$ cat src/rtl/dbg_ack_pkg.sv
package dbg_ack_pkg;
    typedef enum logic [1:0] {
        ST_IDLE  = 2'd0,
        ST_WAIT  = 2'd1,
        ST_LOW   = 2'd2,
        ST_SPEED = 2'd3
    } ack_st_e;

    localparam logic [2:0] STAT_OK      = 3'b000;
    localparam logic [2:0] STAT_DISCARD = 3'b001;
endpackage

$ cat src/rtl/dbg_cmd_shift.sv
module dbg_cmd_shift #(
    parameter int CODE_W = 8,
    parameter int ADDR_W = 16
) (
    input  logic              clk,
    input  logic              rst,
    input  logic              accept_en,
    input  logic              bit_stb,
    input  logic              bit_val,
    output logic              frame_vld,
    output logic [CODE_W-1:0] frame_code,
    output logic [ADDR_W-1:0] frame_addr
);
    localparam int FRAME_W = CODE_W + ADDR_W;
    localparam int CNT_W   = $clog2(FRAME_W + 1);

    typedef struct packed {
        logic [FRAME_W-1:0] sreg;
        logic [CNT_W-1:0]   cnt;
    } shift_t;

    shift_t st_d, st_q;
    logic [FRAME_W-1:0] word_nxt;
    logic take;
    logic last;

    always_comb begin
        st_d     = st_q;
        take     = bit_stb && accept_en;
        word_nxt = {st_q.sreg[FRAME_W-2:0], bit_val};
        last     = take && (st_q.cnt == CNT_W'(FRAME_W - 1));
        if (take) begin
            st_d.sreg = word_nxt;
            st_d.cnt  = last ? '0 : st_q.cnt + 1'b1;
        end
    end

    always_ff @(posedge clk) begin
        if (rst) st_q <= '0;
        else     st_q <= st_d;
    end

    assign frame_vld  = last;
    assign frame_code = word_nxt[FRAME_W-1 -: CODE_W];
    assign frame_addr = word_nxt[ADDR_W-1:0];
endmodule

$ cat src/rtl/dbg_ack_ctrl.sv
module dbg_ack_ctrl
    import dbg_ack_pkg::*;
#(
    parameter int          CODE_W    = 8,
    parameter int          ADDR_W    = 16,
    parameter int          DATA_W    = 8,
    parameter logic [7:0]  READ_CODE = 8'h39,
    parameter int          MIN_DLY   = 32,
    parameter int          LOW_W     = 16
) (
    input  logic              clk,
    input  logic              rst,
    input  logic              frame_vld,
    input  logic [CODE_W-1:0] frame_code,
    input  logic [ADDR_W-1:0] frame_addr,
    input  logic              cpu_done,
    input  logic              cpu_stop,
    input  logic [DATA_W-1:0] cpu_rdata,
    output logic              accept_en,
    output logic              drive_low,
    output logic              drive_high,
    output logic              cpu_req,
    output logic [ADDR_W-1:0] cpu_addr,
    output logic [DATA_W-1:0] rd_byte,
    output logic [2:0]        status
);
    localparam int SPAN  = (MIN_DLY > LOW_W) ? MIN_DLY : LOW_W;
    localparam int CNT_W = $clog2(SPAN + 1);

    typedef struct packed {
        ack_st_e           st;
        logic [CNT_W-1:0]  cnt;
        logic              req;
        logic              done_seen;
        logic [ADDR_W-1:0] addr;
        logic [DATA_W-1:0] rdata;
        logic [2:0]        status;
    } ctrl_t;

    ctrl_t c_d, c_q;
    logic done_now;

    always_comb begin
        c_d      = c_q;
        done_now = c_q.req && cpu_done;
        case (c_q.st)
            ST_IDLE: begin
                if (frame_vld && (frame_code == CODE_W'(READ_CODE))) begin
                    c_d.st        = ST_WAIT;
                    c_d.cnt       = '0;
                    c_d.req       = 1'b1;
                    c_d.done_seen = 1'b0;
                    c_d.addr      = frame_addr;
                end
            end
            ST_WAIT: begin
                if (c_q.cnt < CNT_W'(MIN_DLY - 1))
                    c_d.cnt = c_q.cnt + 1'b1;
                if (done_now) begin
                    c_d.req       = 1'b0;
                    c_d.done_seen = 1'b1;
                    c_d.rdata     = cpu_rdata;
                    c_d.status    = STAT_OK;
                end else if (c_q.req && cpu_stop) begin
                    c_d.req    = 1'b0;
                    c_d.status = STAT_DISCARD;
                    c_d.st     = ST_IDLE;
                end
                if ((c_q.done_seen || done_now) &&
                    (c_q.cnt == CNT_W'(MIN_DLY - 1))) begin
                    c_d.st  = ST_LOW;
                    c_d.cnt = '0;
                end
            end
            ST_LOW: begin
                if (c_q.cnt == CNT_W'(LOW_W - 1)) c_d.st = ST_SPEED;
                else                               c_d.cnt = c_q.cnt + 1'b1;
            end
            default: c_d.st = ST_IDLE;
        endcase
    end

    always_ff @(posedge clk) begin
        if (rst) begin
            c_q        <= '0;
            c_q.st     <= ST_IDLE;
            c_q.status <= STAT_OK;
        end else begin
            c_q <= c_d;
        end
    end

    assign accept_en  = (c_q.st == ST_IDLE);
    assign drive_low  = (c_q.st == ST_LOW);
    assign drive_high = (c_q.st == ST_SPEED);
    assign cpu_req    = c_q.req;
    assign cpu_addr   = c_q.addr;
    assign rd_byte    = c_q.rdata;
    assign status     = c_q.status;

    p_drive_excl_r6: assert property (@(posedge clk) disable iff (rst)
        !(drive_low && drive_high));
    p_speed_after_low_r5: assert property (@(posedge clk) disable iff (rst)
        $fell(drive_low) |-> drive_high);
    p_speed_single_r5: assert property (@(posedge clk) disable iff (rst)
        drive_high |=> !drive_high && !drive_low);
    p_req_drop_r2: assert property (@(posedge clk) disable iff (rst)
        cpu_req && cpu_done |=> !cpu_req && status == STAT_OK);
    p_stop_discard_r7: assert property (@(posedge clk) disable iff (rst)
        cpu_req && cpu_stop && !cpu_done |=> !cpu_req && status == STAT_DISCARD && !drive_low);
    p_rd_hold_r3: assert property (@(posedge clk) disable iff (rst)
        !(cpu_req && cpu_done) |=> $stable(rd_byte));
    p_low_after_wait_r4: assert property (@(posedge clk) disable iff (rst)
        $rose(drive_low) |-> !cpu_req && !$past(drive_high));
endmodule

$ cat src/rtl/dbg_ack_top.sv
module dbg_ack_top #(
    parameter int         CODE_W    = 8,
    parameter int         ADDR_W    = 16,
    parameter logic [7:0] READ_CODE = 8'h39,
    parameter int         MIN_DLY   = 32,
    parameter int         LOW_W     = 16
) (
    input  logic              clk,
    input  logic              rst,
    input  logic              bit_stb,
    input  logic              pin_in,
    input  logic              cpu_done,
    input  logic              cpu_stop,
    input  logic [7:0]        cpu_rdata,
    output logic              pin_drive_low,
    output logic              pin_drive_high,
    output logic              cpu_req,
    output logic [ADDR_W-1:0] cpu_addr,
    output logic [7:0]        rd_byte,
    output logic [2:0]        cmd_status
);
    logic              accept_en;
    logic              frame_vld;
    logic [CODE_W-1:0] frame_code;
    logic [ADDR_W-1:0] frame_addr;

    dbg_cmd_shift #(.CODE_W(CODE_W), .ADDR_W(ADDR_W)) u_shift (
        .clk        (clk),
        .rst        (rst),
        .accept_en  (accept_en),
        .bit_stb    (bit_stb),
        .bit_val    (pin_in),
        .frame_vld  (frame_vld),
        .frame_code (frame_code),
        .frame_addr (frame_addr)
    );

    dbg_ack_ctrl #(
        .CODE_W(CODE_W), .ADDR_W(ADDR_W), .DATA_W(8),
        .READ_CODE(READ_CODE), .MIN_DLY(MIN_DLY), .LOW_W(LOW_W)
    ) u_ctrl (
        .clk        (clk),
        .rst        (rst),
        .frame_vld  (frame_vld),
        .frame_code (frame_code),
        .frame_addr (frame_addr),
        .cpu_done   (cpu_done),
        .cpu_stop   (cpu_stop),
        .cpu_rdata  (cpu_rdata),
        .accept_en  (accept_en),
        .drive_low  (pin_drive_low),
        .drive_high (pin_drive_high),
        .cpu_req    (cpu_req),
        .cpu_addr   (cpu_addr),
        .rd_byte    (rd_byte),
        .status     (cmd_status)
    );
endmodule

$ cat config.mk
export PLATFORM = sky130hd
export DESIGN_NAME = dbg_ack_top
export DESIGN_NICKNAME = d
export VERILOG_FILES = /design/src/rtl/dbg_ack_pkg.sv /design/src/rtl/dbg_cmd_shift.sv /design/src/rtl/dbg_ack_ctrl.sv /design/src/rtl/dbg_ack_top.sv
export SDC_FILE = /design/constraint.sdc
export NUM_CORES = 1
export LEC_CHECK = 0
export BUFFER_PORTS_ARGS = -buffer_cell sky130_fd_sc_hd__buf_2
export CORE_MARGIN = 8
export CORE_UTILIZATION = 55
export DETAILED_ROUTE_END_ITERATION = 12
export PLACE_DENSITY = 0.85
export RECOVER_POWER = 25
export REMOVE_ABC_BUFFERS = 1
export SKIP_CTS_REPAIR_TIMING = 1
export SYNTH_ARGS = -nofsm -noshare
export SYNTH_HDL_FRONTEND = slang
export SYNTH_SLANG_ARGS = --single-unit
$ cat constraint.sdc
create_clock -name clk -period 5.4 [get_ports clk]
set_clock_uncertainty 0.15 [all_clocks]
set_input_delay 0.27 -clock clk [delete_from_list [all_inputs] [get_ports clk]]
set_output_delay 0.27 -clock clk [all_outputs]
set_load 0.1 [all_outputs]
==> flow_metrics.py <==
metrics = {
    "synth": {
        "ys_types": 45,
        "synth_common_cells": "nand2_1, dfxtp_1, a21oi_1",
        "synthCells": 330,
        "synth_seq_area_share_pct": 45.0,
        "yosys_most_used_dff": "dfxtp_1",
        "synth_seq_cells": 63,
        "synth_area_per_cell_um2": 8.50,
        "synth_top_area_share_pct": 45.0,
        "ys_async_sr_fraction_pct": 0,
        "synth_warnings": 0,
        "synthTopCellsByArea": "dfxtp_1, nand2_1, a21oi_1, buf_4, mux2i_1",
        "syn_area_um2": 2800,
        "synth-edff-count": 0,
        "synth.most_common_cell": "nand2_1",
        "yosysTopAreaCell": "dfxtp_1",
    },
    "placed_design": {
        "globalplace.congestion": 0.833,
        "hpwl_um": 3660,
        "portBuffers": 41,
    },
    "floorplan": {
        "core-area_um2": 5010,
        "die_x_um": 87.4,
        "die_area_um2": 7640,
        "chipHeight_um": 87.4,
        "num_io_pins": 44,
        "rows": 26,
        "start_util_pct": 56.0,
    },
    "hold_path": {
        "hold_path_depth": 3,
        "hold_path_class": "input port to flip-flop",
    },
    "finish": {
        "drive_gt1_share_pct": 13.0,
        "multi_input_area_um2": 1250,
        "register_area_um2": 1260,
        "area_delta_synth_final_pct": 8.12,
        "fill_cells": 466,
        "diodes": 0,
        "nets": 362,
    },
    "grt": {
        "grt_max_degree": 65,
        "antenna_found_initial": 0,
        "grt_pass1_vias": 2164,
        "grt-ovfl-total": 0,
        "track_usage_pct": 15.3,
        "grt_pass1_wl_um": 9370,
    },
    "sta": {
        "setup_viol": 0,
        "drv_slew": 0,
        "hold_viol_final": 0,
        "fmax_ghz": 0.333,
        "worstMarginPinSlew_ns": 1.21,
        "tns_ns": 0,
        "slew_headroom_pct": 19.7,
        "rsz0062_at_grt": "no",
        "fin_crit_sh_pct": 55.6,
        "layout_min_cycle_time_ns": 3.01,
    },
    "power_and_ir_drop": {
        "ir_worst_vdd_mv": 0.163,
        "p_int_w": 0.000733,
        "netSwitchingFraction_pct": 22.5,
        "seq_power_share_pct": 49.5,
        "p_total_w": 0.000945,
        "pwr-share-clk_pct": 47.4,
        "comb_power_share_pct": 3.1,
        "p_leak_nw": 1.08,
        "power_density_nw_per_um2": 312,
        "p_sw_w": 0.000212,
    },
    "critical_path": {
        "path_buf_inv": 2,
        "path_cells": "inv_1 > ha_1 > nand2_1 > nor4_4 > buf_4 > mux2i_1 > nor2_1",
        "slowest_stage": "nor4_4",
        "crit_fanout": 28,
        "slowest_delay_ns": 0.78,
        "critPathKind": "flip-flop to flip-flop",
        "worst-path-stages": 7,
        "endpoint_kind": "flip-flop",
        "crit_arrival_ns": 3.06,
        "rr_worst_depth": 7,
        "cp-start-kind": "flip-flop",
        "required_ns": 5.46,
        "crit_family": "simple AND/OR/NAND/NOR gates",
    },
    "detailed_routing": {
        "via_per_inst": 5.23,
        "drc": 0,
        "drtIter0Drc": 113,
        "routedWlPerCell_um": 13.1,
        "drt_wl_total_um": 5480,
        "num_vias": 2182,
        "first_pass_iters": 4,
        "drtAntennaViolNets": 0,
    },
    "run_status": {
        "outcome": "finished, final reports clean",
    },
    "clocking": {
        "clk_latency_ns": 0.34,
        "cts_tree": "done",
        "htreeDepth": 3,
        "clock-sinks": 63,
        "cts.clk_slew.worst_paths_ns": 0.08,
        "cts_made_buffers": 9,
        "cts_root_buf": "clkbuf_8",
        "clockBufferDepth": 2,
    },
    "flow_run": {
        "cap_violations": 0,
    },
}
-- path summary, 6_finish.rpt --
kind | startpoint | to | slack (ns)
max | u_ctrl.c_q[36] | u_ctrl.cpu_addr[4] | 2.39
max reg2reg | u_ctrl.c_q[36] | u_ctrl.cpu_addr[4] | 2.39
min | cpu_rdata[4] | u_ctrl.rd_byte[4] | 0.02
min reg2reg | u_ctrl.rd_byte[5] | u_ctrl.rd_byte[5] | 0.31
-- logic make-up after synthesis --
kind of cell,share of synthesized area [%]
AND/OR/NAND/NOR,21.6
AO/OA/AOI/OAI,13.7
flip-flops,45.0
buffers and inverters,10.6
multiplexers,5.71
adder cells (fa/ha/maj),2.68
XOR/XNOR,0.625
other,0.134
-- cell usage in the layout (no fill, tap or decap), types with 3 or more instances in the layout --
cell      Yosys  final
nand2_1      69     69
dfxtp_1      63     63
a21oi_1      43     43
nor2_1       27     27
clkbuf_1     12     22
buf_2         0     19
mux2i_1      16     16
clkbuf_8      0      9
nand3_1       6      6
ha_1          6      6
inv_1         5      5
nand4_1       5      5
nor3_1        5      5
nand4b_1      4      4
and3_1        3      3
o21ai_1       3      3
-- power by group through the flow --
stage | Clock (W) | Sequential [W] | Combinational (W)
2_1_floorplan | 0 | 0.000478 | 0.0000144
3_3_place_gp | 0 | 0.000479 | 0.0000293
3_5_place_dp | 0 | 0.000479 | 0.0000296
4_1_cts | 0.000456 | 0.000468 | 0.0000296
5_1_grt | 0.000473 | 0.000468 | 0.0000330
6_report | 0.000448 | 0.000468 | 0.0000295
-- state kept, by name, indices dropped and copies added, names as in the netlist --
| register | count |
|---|---|
| u_ctrl.c_q | 9 |
| u_ctrl.cpu_req | 1 |
| u_shift.st_q | 5 |
| u_ctrl.status | 1 |
| u_shift.frame_addr | 15 |
| u_ctrl.cpu_addr | 16 |
| u_shift.frame_code | 8 |
| u_ctrl.rd_byte | 8 |
-- layer usage --
metal,vias to the layer above,part of all wire [%],global-route usage [%],wire length [um]
met3,13,6.7,5.57,366
met5,-,0,0,0
met1,992,45,17.1,2460
li1,1119,-,-,-
met2,58,46,24.9,2530
met4,0,2.2,7.81,121
-- layout make-up --
cell class                      instances  area share, %
Clock buffer                            9           4.09
Clock inverter                          7           3.22
Inverter                                5          0.619
Multi-Input combinational cell        220           41.2
Sequential cell                        63           41.6
Tap cell                               70           2.89
Timing Repair Buffer                   43           6.36
-- metrics by stage --
step / setup slack [ns] / hold slack, ns / area (um2) / utilization, % / std cells
CTS: 2.39 / 0.00947 / 3060 / 61.1 / 417
finish: 2.39 / 0.0192 / 3030 / 60.5 / 417
global placement: 2.51 / 0.289 / 2840 / 56.6 / 401
detailed placement: 2.42 / 0.293 / 2840 / 56.6 / 401
global route: 2.07 / 0.0154 / 3030 / 60.5 / 417
floorplan: 2.29 / 0.188 / 2530 / - / 288
-- worst reg2reg max path, delay by kind of cell (launching register included) --
kind	cells	cell delay (ns)
AND/OR/NAND/NOR	3	1.39
flip-flops	1	0.35
buffers and inverters	2	0.52
multiplexers	1	0.23
adder cells (fa/ha/maj)	1	0.22
No activity file was read; power rests on OpenSTA's default activity.
